**src/rtl/nandc_pkg.sv**
```systemverilog
package nandc_pkg;

  // Register byte offsets
  localparam int OFS_CFG    = 'h00;
  localparam int OFS_CMD    = 'h04;
  localparam int OFS_ADR    = 'h08;
  localparam int OFS_DAT    = 'h0C;
  localparam int OFS_STATUS = 'h10;
  localparam int OFS_ECC    = 'h14;

  // Configuration word layout
  localparam int CFG_EN_BIT  = 15;
  localparam int CFG_ECC_BIT = 12;
  localparam int CFG_CE_BIT  = 11;
  localparam int SETUP_LSB   = 8;
  localparam int PULSE_LSB   = 4;
  localparam int HOLD_LSB    = 0;
  localparam int SETUP_W     = 2;
  localparam int PULSE_W     = 3;
  localparam int HOLD_W      = 3;
  localparam int CNT_W       = 3;

  typedef enum logic [2:0] {
    ST_IDLE,
    ST_SETUP,
    ST_PULSE,
    ST_HOLD,
    ST_DONE
  } seq_state_e;

  typedef enum logic [1:0] {
    OP_CMD,
    OP_ADDR,
    OP_WDATA,
    OP_RDATA
  } flash_op_e;

endpackage

```
**src/rtl/nandc_rb_sync.sv**
```systemverilog
module nandc_rb_sync #(
  parameter int STAGES = 2
) (
  input  logic clk,
  input  logic rst_n,
  input  logic rb_in,
  output logic rb_sync
);

  logic [STAGES-1:0] chain_q;
  logic [STAGES-1:0] chain_d;

  always_comb begin
    chain_d = {chain_q[STAGES-2:0], rb_in};
  end

  always_ff @(posedge clk or negedge rst_n) begin
    if (!rst_n) chain_q <= '0;
    else        chain_q <= chain_d;
  end

  assign rb_sync = chain_q[STAGES-1];

endmodule

```
**src/rtl/nandc_regs.sv**
```systemverilog
module nandc_regs
  import nandc_pkg::*;
#(
  parameter int DATA_W = 32
) (
  input  logic               clk,
  input  logic               rst_n,
  input  logic               cfg_we,
  input  logic [DATA_W-1:0]  wdata,
  output logic               en,
  output logic               ce_n,
  output logic               ecc_restart,
  output logic [SETUP_W-1:0] t_setup,
  output logic [PULSE_W-1:0] t_pulse,
  output logic [HOLD_W-1:0]  t_hold,
  output logic [DATA_W-1:0]  cfg_word
);

  logic               en_q, en_d;
  logic               ce_n_q, ce_n_d;
  logic               ecc_q, ecc_d;
  logic [SETUP_W-1:0] setup_q, setup_d;
  logic [PULSE_W-1:0] pulse_q, pulse_d;
  logic [HOLD_W-1:0]  hold_q, hold_d;
  logic               unused_wdata;

  assign unused_wdata = ^{wdata[DATA_W-1:16], wdata[14:13], wdata[10],
                          wdata[7], wdata[3]};

  always_comb begin
    en_d    = en_q;
    ce_n_d  = ce_n_q;
    setup_d = setup_q;
    pulse_d = pulse_q;
    hold_d  = hold_q;
    ecc_d   = 1'b0;
    if (cfg_we) begin
      en_d    = wdata[CFG_EN_BIT];
      ce_n_d  = wdata[CFG_CE_BIT];
      setup_d = wdata[SETUP_LSB +: SETUP_W];
      pulse_d = wdata[PULSE_LSB +: PULSE_W];
      hold_d  = wdata[HOLD_LSB +: HOLD_W];
      ecc_d   = wdata[CFG_ECC_BIT];
    end
  end

  always_ff @(posedge clk or negedge rst_n) begin
    if (!rst_n) begin
      en_q    <= 1'b0;
      ce_n_q  <= 1'b1;
      ecc_q   <= 1'b0;
      setup_q <= '1;
      pulse_q <= '1;
      hold_q  <= '1;
    end else begin
      en_q    <= en_d;
      ce_n_q  <= ce_n_d;
      ecc_q   <= ecc_d;
      setup_q <= setup_d;
      pulse_q <= pulse_d;
      hold_q  <= hold_d;
    end
  end

  always_comb begin
    cfg_word                         = '0;
    cfg_word[CFG_EN_BIT]             = en_q;
    cfg_word[CFG_CE_BIT]             = ce_n_q;
    cfg_word[SETUP_LSB +: SETUP_W]   = setup_q;
    cfg_word[PULSE_LSB +: PULSE_W]   = pulse_q;
    cfg_word[HOLD_LSB +: HOLD_W]     = hold_q;
  end

  assign en          = en_q;
  assign ce_n        = ce_n_q;
  assign ecc_restart = ecc_q;
  assign t_setup     = setup_q;
  assign t_pulse     = pulse_q;
  assign t_hold      = hold_q;


  ce_write_chk: assert property (@(posedge clk) disable iff (!rst_n)
    !$stable(ce_n_q) |-> $past(cfg_we));


  ecc_source_chk: assert property (@(posedge clk) disable iff (!rst_n)
    ecc_q |-> $past(cfg_we));

endmodule

```
**src/rtl/nandc_seq.sv**
```systemverilog
module nandc_seq
  import nandc_pkg::*;
#(
  parameter int IO_W = 8
) (
  input  logic               clk,
  input  logic               rst_n,
  input  logic               start,
  input  flash_op_e          op,
  input  logic [IO_W-1:0]    wbyte,
  input  logic [SETUP_W-1:0] t_setup,
  input  logic [PULSE_W-1:0] t_pulse,
  input  logic [HOLD_W-1:0]  t_hold,
  input  logic [IO_W-1:0]    dq_in,
  output logic               idle,
  output logic               done,
  output logic               cle,
  output logic               ale,
  output logic               we_n,
  output logic               re_n,
  output logic               dq_oe,
  output logic [IO_W-1:0]    dq_out,
  output logic [IO_W-1:0]    rbyte
);

  seq_state_e       state_q, state_d;
  logic [CNT_W-1:0] cnt_q, cnt_d;
  flash_op_e        op_q, op_d;
  logic [IO_W-1:0]  byte_q, byte_d;
  logic             busy;
  logic             last;

  assign last = (cnt_q == '0);

  always_comb begin
    state_d = state_q;
    cnt_d   = cnt_q;
    op_d    = op_q;
    byte_d  = byte_q;
    unique case (state_q)
      ST_IDLE: begin
        if (start) begin
          state_d = ST_SETUP;
          cnt_d   = CNT_W'(t_setup);
          op_d    = op;
          byte_d  = wbyte;
        end
      end
      ST_SETUP: begin
        if (last) begin
          state_d = ST_PULSE;
          cnt_d   = CNT_W'(t_pulse);
        end else begin
          cnt_d = cnt_q - 1'b1;
        end
      end
      ST_PULSE: begin
        if (last) begin
          state_d = ST_HOLD;
          cnt_d   = CNT_W'(t_hold);
          if (op_q == OP_RDATA) byte_d = dq_in;
        end else begin
          cnt_d = cnt_q - 1'b1;
        end
      end
      ST_HOLD: begin
        if (last) state_d = ST_DONE;
        else      cnt_d   = cnt_q - 1'b1;
      end
      ST_DONE: state_d = ST_IDLE;
      default: state_d = ST_IDLE;
    endcase
  end

  always_ff @(posedge clk or negedge rst_n) begin
    if (!rst_n) begin
      state_q <= ST_IDLE;
      cnt_q   <= '0;
      op_q    <= OP_CMD;
      byte_q  <= '0;
    end else begin
      state_q <= state_d;
      cnt_q   <= cnt_d;
      op_q    <= op_d;
      byte_q  <= byte_d;
    end
  end

  assign busy   = (state_q == ST_SETUP) || (state_q == ST_PULSE) ||
                  (state_q == ST_HOLD);
  assign idle   = (state_q == ST_IDLE);
  assign done   = (state_q == ST_DONE);
  assign cle    = busy && (op_q == OP_CMD);
  assign ale    = busy && (op_q == OP_ADDR);
  assign we_n   = !((state_q == ST_PULSE) && (op_q != OP_RDATA));
  assign re_n   = !((state_q == ST_PULSE) && (op_q == OP_RDATA));
  assign dq_oe  = busy && (op_q != OP_RDATA);
  assign dq_out = byte_q;
  assign rbyte  = byte_q;


  no_dual_strobe_chk: assert property (@(posedge clk) disable iff (!rst_n)
    !(!we_n && !re_n));


  single_latch_chk: assert property (@(posedge clk) disable iff (!rst_n)
    !(cle && ale));


  oe_during_we_chk: assert property (@(posedge clk) disable iff (!rst_n)
    !we_n |-> dq_oe);


  setup_first_chk: assert property (@(posedge clk) disable iff (!rst_n)
    $fell(we_n) |-> $past(busy));


  start_idle_chk: assert property (@(posedge clk) disable iff (!rst_n)
    start |-> idle);

endmodule

```
**src/rtl/nand_strobe_ctrl.sv**
```systemverilog
module nand_strobe_ctrl
  import nandc_pkg::*;
#(
  parameter int ADDR_W      = 5,
  parameter int DATA_W      = 32,
  parameter int IO_W        = 8,
  parameter int ECC_W       = 24,
  parameter int SYNC_STAGES = 2
) (
  input  logic              clk,
  input  logic              rst_n,
  input  logic              bus_req,
  input  logic              bus_wr,
  input  logic [ADDR_W-1:0] bus_addr,
  input  logic [DATA_W-1:0] bus_wdata,
  output logic [DATA_W-1:0] bus_rdata,
  output logic              bus_ready,
  output logic              fl_ce_n,
  output logic              fl_cle,
  output logic              fl_ale,
  output logic              fl_we_n,
  output logic              fl_re_n,
  output logic [IO_W-1:0]   fl_dq_out,
  output logic              fl_dq_oe,
  input  logic [IO_W-1:0]   fl_dq_in,
  input  logic              fl_rb,
  output logic              ecc_restart,
  input  logic [ECC_W-1:0]  ecc_value
);

  logic a_cfg, a_cmd, a_adr, a_dat, a_sts, a_ecc;
  logic is_flash, start, cfg_we;
  logic cfg_en, seq_idle, seq_done, rb_s;
  flash_op_e op;
  logic [SETUP_W-1:0] t_setup;
  logic [PULSE_W-1:0] t_pulse;
  logic [HOLD_W-1:0]  t_hold;
  logic [DATA_W-1:0]  cfg_word;
  logic [IO_W-1:0]    rbyte;

  assign a_cfg = (bus_addr == ADDR_W'(OFS_CFG));
  assign a_cmd = (bus_addr == ADDR_W'(OFS_CMD));
  assign a_adr = (bus_addr == ADDR_W'(OFS_ADR));
  assign a_dat = (bus_addr == ADDR_W'(OFS_DAT));
  assign a_sts = (bus_addr == ADDR_W'(OFS_STATUS));
  assign a_ecc = (bus_addr == ADDR_W'(OFS_ECC));

  assign is_flash = bus_req && ((bus_wr && (a_cmd || a_adr || a_dat)) ||
                                (!bus_wr && a_dat));
  assign op       = a_cmd ? OP_CMD : a_adr ? OP_ADDR :
                    bus_wr ? OP_WDATA : OP_RDATA;
  assign start    = is_flash && cfg_en && seq_idle;
  assign cfg_we   = bus_req && bus_wr && a_cfg;

  always_comb begin
    if (is_flash && cfg_en) bus_ready = seq_done;
    else                    bus_ready = bus_req;
  end

  always_comb begin
    bus_rdata = '0;
    if (bus_req && !bus_wr) begin
      if (a_cfg)      bus_rdata = cfg_word;
      else if (a_sts) bus_rdata = {{(DATA_W-1){1'b0}}, rb_s};
      else if (a_ecc) bus_rdata = {{(DATA_W-ECC_W){1'b0}}, ecc_value};
      else if (a_dat && cfg_en) bus_rdata = {{(DATA_W-IO_W){1'b0}}, rbyte};
    end
  end

  nandc_regs #(.DATA_W(DATA_W)) u_regs (
    .clk         (clk),
    .rst_n       (rst_n),
    .cfg_we      (cfg_we),
    .wdata       (bus_wdata),
    .en          (cfg_en),
    .ce_n        (fl_ce_n),
    .ecc_restart (ecc_restart),
    .t_setup     (t_setup),
    .t_pulse     (t_pulse),
    .t_hold      (t_hold),
    .cfg_word    (cfg_word)
  );

  nandc_rb_sync #(.STAGES(SYNC_STAGES)) u_rb_sync (
    .clk     (clk),
    .rst_n   (rst_n),
    .rb_in   (fl_rb),
    .rb_sync (rb_s)
  );

  nandc_seq #(.IO_W(IO_W)) u_seq (
    .clk     (clk),
    .rst_n   (rst_n),
    .start   (start),
    .op      (op),
    .wbyte   (bus_wdata[IO_W-1:0]),
    .t_setup (t_setup),
    .t_pulse (t_pulse),
    .t_hold  (t_hold),
    .dq_in   (fl_dq_in),
    .idle    (seq_idle),
    .done    (seq_done),
    .cle     (fl_cle),
    .ale     (fl_ale),
    .we_n    (fl_we_n),
    .re_n    (fl_re_n),
    .dq_oe   (fl_dq_oe),
    .dq_out  (fl_dq_out),
    .rbyte   (rbyte)
  );


  disabled_quiet_chk: assert property (@(posedge clk) disable iff (!rst_n)
    (!cfg_en && seq_idle) |=> seq_idle);


  done_ready_chk: assert property (@(posedge clk) disable iff (!rst_n)
    (seq_done && bus_req) |-> bus_ready);

endmodule

```
**config.mk**
```make
export PLATFORM = sky130hd
export DESIGN_NAME = nand_strobe_ctrl
export DESIGN_NICKNAME = d
export VERILOG_FILES = /design/src/rtl/nandc_pkg.sv /design/src/rtl/nandc_rb_sync.sv /design/src/rtl/nandc_regs.sv /design/src/rtl/nandc_seq.sv /design/src/rtl/nand_strobe_ctrl.sv
export SDC_FILE = /design/constraint.sdc
export NUM_CORES = 1
export LEC_CHECK = 0
export ABC_AREA = 1
export BUFFER_PORTS_ARGS = -buffer_cell sky130_fd_sc_hd__buf_2
export CAP_MARGIN = 15
export CELL_PAD_IN_SITES_DETAIL_PLACEMENT = 1
export CELL_PAD_IN_SITES_GLOBAL_PLACEMENT = 2
export CORE_UTILIZATION = 24
export CTS_CLUSTER_SIZE = 28
export DETAILED_ROUTE_END_ITERATION = 8
export PLACE_DENSITY_LB_ADDON = 0.1
export SLEW_MARGIN = 20
export SYNTH_ARGS = -nofsm -noshare
export SYNTH_HDL_FRONTEND = slang
export SYNTH_SLANG_ARGS = --single-unit
```
**constraint.sdc**
```tcl
create_clock -name clk -period 4 [get_ports clk]
set_clock_uncertainty 0.1 [all_clocks]
set_input_delay 0.8 -clock clk [delete_from_list [all_inputs] [get_ports clk]]
set_output_delay 0.8 -clock clk [all_outputs]
set_load 0.02 [all_outputs]
```
Word-level counts from Yosys, hierarchy flattened
Cells that the tools add are included.
{ "totals": {"ff_bits": 29, "out_inout_bits": 48, "elab_cells": 86, "input_bits": 74} }
{ "op_classes": {"n_addsub": 1, "reduce_logical": 32, "n_eq_ne": 18, "n_mux": 24} }
{ "op_table": {"columns": ["cell", "count"], "rows": [
  ["24-bit two-way mux", 4],
  ["8-bit two-way mux", 4],
  ["3-bit two-way mux", 8],
  ["3-bit case mux with 4 select lines", 2],
  ["8-bit case mux with 2 select lines", 1],
  ["1-bit logical AND", 14],
  ["5-bit by 4-bit equality test with 1-bit output (second input constant)", 2],
  ["5-bit equality test (second input constant)", 2],
  ["2-bit inequality test (second input constant)", 4],
  ["4-bit AND reduction", 2],
  ["3-bit by 2-bit equality test with 1-bit output (second input constant)", 2],
  ["3-bit zero test", 2],
  ["2-bit by 1-bit inequality test with 1-bit output (second input constant)", 3],
  ["5-bit by 3-bit equality test with 1-bit output (second input constant)", 1],
  ["5-bit zero test", 1],
  ["1-bit logical OR", 5],
  ["2-bit two-way mux", 2],
  ["4-bit nonzero test", 1],
  ["3-bit by 1-bit equality test with 1-bit output (second input constant)", 1],
  ["3-bit equality test (second input constant)", 1],
  ["1-bit zero test", 3],
  ["1-bit two-way mux", 3],
  ["3-bit AND reduction", 1],
  ["3-bit by 1-bit subtractor with 3-bit output (second input constant)", 1],
  ["other kinds (5)", 5]
]} }

Logic depth before layout (Yosys ltp)
{ "depth": {"ltp_word": 10, "mapped_depth": 9, "mapped_depth_nobuf": 9} }

Cells and area by module
From an unflattened synthesis, not the netlist that was laid out.
{ "hier_totals": {"hier_cells": 406, "area_unflattened_um2": 2591.2} }
{ "by_module_without_submodules": {"columns": ["mod", "seq_area_each_um2", "area_per_inst_um2", "cells_per_inst", "instances"], "rows": [
  ["nandc_seq", 400.4, 1139.8, 169, 1],
  ["nand_strobe_ctrl", 0.0, 735.7, 157, 1],
  ["nandc_regs", 286.5, 665.6, 78, 1],
  ["nandc_rb_sync", 50.0, 50.0, 2, 1]
]} }

Least setup slack after synthesis
OpenSTA, ideal clock, no wires.
{ "synth_path": {"kind": "in2out", "start": "input port bus_addr[1]", "end": "output port bus_rdata[0]", "arrival_ns": 1.895, "path_stages": 5, "required_ns": 3.100, "path_buffers": 0, "path_slack_ns": 1.205, "path_cell_list": "nor2_4 > nand4_1 > nor2_2 > a21oi_1 > nor3_1"} }
{ "synth_via": {"elab_chain_cells": 7, "elab_cells_between_ends": 10, "classes_between": "eq/ne (3); mux (5); reduce/logical (2)"} }
{ "synth_lines": {"columns": ["item", "line", "rtl"], "rows": [
  ["start, declared", "nand_strobe_ctrl.sv:14", "input logic [ADDR_W-1:0] bus_addr,"],
  ["5-bit by 4-bit equality test with 1-bit output", "nand_strobe_ctrl.sv:44", "assign a_dat = (bus_addr == ADDR_W'(OFS_DAT));"],
  ["1-bit logical AND", "nand_strobe_ctrl.sv:66", "else if (a_dat && cfg_en) bus_rdata = {{(DATA_W-IO_W){1'b0}}, rbyte};"],
  ["8-bit two-way mux", "nand_strobe_ctrl.sv:66", null],
  ["24-bit two-way mux", "nand_strobe_ctrl.sv:65", "else if (a_ecc) bus_rdata = {{(DATA_W-ECC_W){1'b0}}, ecc_value};"],
  ["24-bit two-way mux", "nand_strobe_ctrl.sv:64", "else if (a_sts) bus_rdata = {{(DATA_W-1){1'b0}}, rb_s};"],
  ["24-bit two-way mux (*)", "nand_strobe_ctrl.sv:63", "if (a_cfg) bus_rdata = cfg_word;"],
  ["24-bit two-way mux (*)", "nand_strobe_ctrl.sv:62", "if (bus_req && !bus_wr) begin"],
  ["end, declared", "nand_strobe_ctrl.sv:16", "output logic [DATA_W-1:0] bus_rdata,"]
]} }
Every way passes the cells marked *; elsewhere a longest branch is shown, timed or not.

Worst setup path in the final report
{ "layout_path": {"start": "input port bus_wr", "end": "output port bus_rdata[0]"} }
{ "layout_via": {"elab_chain_cells": 3} }
{ "layout_lines": {"columns": ["item", "line", "rtl"], "rows": [
  ["start, declared", "nand_strobe_ctrl.sv:13", "input logic bus_wr,"],
  ["1-bit zero test", "nand_strobe_ctrl.sv:62", null],
  ["1-bit logical AND", "nand_strobe_ctrl.sv:62", null],
  ["24-bit two-way mux", "nand_strobe_ctrl.sv:62", null]
]} }
Every way passes these cells.

==> flow_metrics.env <==
export IMPL_outcome="finished clean"
export IMPL_rsz0062_at_grt="no"
export IMPL_fillers=1160
export IMPL_synth_commonest_cells="nand2_1, inv_1, nand3_1, nor2_1, dfrtp_1"
export IMPL_overflow=0
export IMPL_cts_buffer_depth=2
export IMPL_post_cts_repair_setup_buffers=0
export IMPL_peakVddDrop_mv=0.158
export IMPL_hpwlAfterDp_mm=5.39
export IMPL_die_area_mm2=0.00933
export IMPL_hold_path_startpoint="u_rb_sync.chain_q[0]"
export IMPL_diodes=0
export IMPL_hold_buffers=0
export IMPL_cpMaxStageDelayCell="nand2_1"
export IMPL_arrival_ps=2190
export IMPL_grt_first_pass_wirelength_mm=10.7
export IMPL_setup_viol=0
export IMPL_die_h_um=96.6
export IMPL_drc_errors=0
export IMPL_antenna_found_initial=0
export IMPL_multiInputGateArea_mm2=0.00117
export IMPL_slew_viol_final=0
export IMPL_cts_resized_gates=0
export IMPL_root_buffer="clkbuf_8"
export IMPL_drv_cap=0
export IMPL_tritoncts="yes"
export IMPL_yosys_warnings=0
export IMPL_pin_count=122
export IMPL_area_growth_syn_to_layout_pct=28.7
export IMPL_critical_path_class="input port to output pin"
export IMPL_synth_flop_cell="dfrtp_1"
export IMPL_synth_cell_types=37
export IMPL_yosysSeqAreaShare_pct=34.3
export IMPL_cpPeakStageDelay_ps=330
export IMPL_cp_max_fo=16
export IMPL_relSlewSlack_pct=53.5
export IMPL_drive_gt1_share_pct=36.2
export IMPL_place_congestion=0.772
export IMPL_grt_pass1_vias=2181
export IMPL_powerDensity_mw_per_mm2=530
export IMPL_routed_wl_mm=6.94
export IMPL_worstHoldPathType="flip-flop to flip-flop"
export IMPL_stdcell_area_mm2=0.00276
export IMPL_start_util_pct=24.7
export IMPL_hold_violations=0
export IMPL_tns_ps=0
export IMPL_clk_latency_ps=280
export IMPL_syn_area_mm2=0.00215
export IMPL_synth_most_common_cell="nand2_1"
export IMPL_postSynth_asyncResetShare_pct=100
export IMPL_hold_end="u_rb_sync.chain_q[1]"
export IMPL_track_usage_pct=15.5
export IMPL_io_buffers=94
export IMPL_vias=2271
export IMPL_yosys_area_top_type="dfrtp_1"
export IMPL_synth_edf_count=0
export IMPL_crit_required_ps=3100
export IMPL_rrSetupSlack_ps=1950
export IMPL_hold_ws_ps=249
export IMPL_r2r_start="u_seq.cnt_q[0]"
export IMPL_h_tree_depth=2
export IMPL_start_kind="input port"
export IMPL_r2r_end="u_seq.dq_out[7]"
export IMPL_row_count=34
export IMPL_syn_area_per_cell_um2=6.90
export IMPL_antenna_left=0
export IMPL_synth_area_top_cells="dfrtp_1, nand2_1, dfstp_2"
export IMPL_syn_inst=311
export IMPL_p_leak_nw=1.50
export IMPL_power_total_mw=1.47
export IMPL_tightest_slew_ps=698
export IMPL_clock_fmax_ghz=0.324
export IMPL_drt_first_pass_iters=4
export IMPL_yosysTopAreaCellShare_pct=23.3
export IMPL_synth_seq_cells=29
export IMPL_die_w_um=96.6
export IMPL_avgViaCountPerCell=4.42
export IMPL_cts_buffers=5
export IMPL_path_clk_slew_ps=60
export IMPL_path_cells="buf_2, inv_1, nand2_1, inv_1, o21ai_0, nor3_1, buf_2"
export IMPL_end_kind="output pin"
export IMPL_cts_sinks=29
export IMPL_min_path_cells=0
export IMPL_r2r_cells=8
export IMPL_period_minus_slack_ps=3090
export IMPL_placed_area_mm2=0.00266
export IMPL_core_area_mm2=0.00868
export IMPL_nNetsFinal=481
export IMPL_grt_max_degree=30
export IMPL_regArea_um2=737
export IMPL_fin_crit_sh_pct=77.1
export IMPL_avgRoutedWirePerCell_um=13.5
export IMPL_first_iter_violations=46
## state kept, by name, summed over array words and instances (netlist names)
| signal | cells |
|---|---|
| u_rb_sync.chain_q | 2 |
| u_regs.ce_n | 1 |
| u_regs.ecc_restart | 1 |
| u_regs.en | 1 |
| u_regs.t_hold | 3 |
| u_regs.t_pulse | 3 |
| u_regs.t_setup | 2 |
| u_seq.cnt_q | 3 |
| u_seq.dq_out | 8 |
| u_seq.op_q | 2 |
| u_seq.state_q | 3 |
## layer usage
layer  track usage, %  routed length [µm]  up-vias
li1                 -                   -     1149
met1             20.1                3300     1054
met2             26.2                3200       62
met3             3.52                 377        6
met4             3.68                  68        0
met5                0                   0        -
## worst max path at each step
stage          slack, ps        start           end
6_report             910       bus_wr  bus_rdata[0]
5_1_grt              750       bus_wr  bus_rdata[0]
4_1_cts              870       bus_wr  bus_rdata[0]
3_5_place_dp         880       bus_wr  bus_rdata[0]
3_3_place_gp         870       bus_wr  bus_rdata[0]
2_1_floorplan       1200  bus_addr[1]  bus_rdata[0]
## critical path, delay by kind of cell
kind | cells | cell delay [ps]
compound gates | 1 | 130
buf+inv | 4 | 740
simple gates | 2 | 510
## stage by stage
step                      cells  utilization (%)  worst slack (ps)
final                       514             31.8               914
after global routing        514             31.8               746
after CTS                   514             31.8               873
after detailed placement    506             30.7               876
after global placement      506             30.7               873
after floorplan             318                -              1200
## cell usage in the layout, fill, tap and decap left out, drive strengths merged, types with 2 or more instances in the layout
master | netlist | layout
inv | 35 | 35
nand4 | 5 | 5
nor2 | 32 | 32
o21ai | 17 | 17
dfstp | 9 | 9
dfrtp | 20 | 20
a21oi | 9 | 9
nand3 | 30 | 30
nand2 | 120 | 120
clkbuf | 1 | 7
a22oi | 2 | 2
buf | 15 | 96
ha | 2 | 2
conb | 1 | 8
nor3 | 4 | 4
## cells by family after synthesis
logic type / after synthesis / share of synthesized area [%]
compound gates: 31 / 9.50
xor+xnor: 1 / 0.408
fa+ha+maj: 2 / 1.17
buf+inv: 51 / 12.5
flops: 29 / 34.3
other cells: 1 / 0.175
simple gates: 196 / 42.0
## layout make-up
| type | instances | share of cell area [%] |
|---|---|---|
| clock buffers | 7 | 3.49 |
| multi-input cells | 238 | 42.3 |
| inverters | 35 | 4.93 |
| repair buffers | 96 | 17.6 |
| flip-flops and latches | 29 | 26.7 |
| well taps | 108 | 4.89 |
| clock inverters | 1 | 0.181 |
## report_power, final
group	internal (mW)	switching, mW	total [mW]
sequential	0.392	0.0704	0.462
clock	0.155	0.115	0.271
combinational	0.246	0.486	0.732
(Power assumes the default switching activity.)
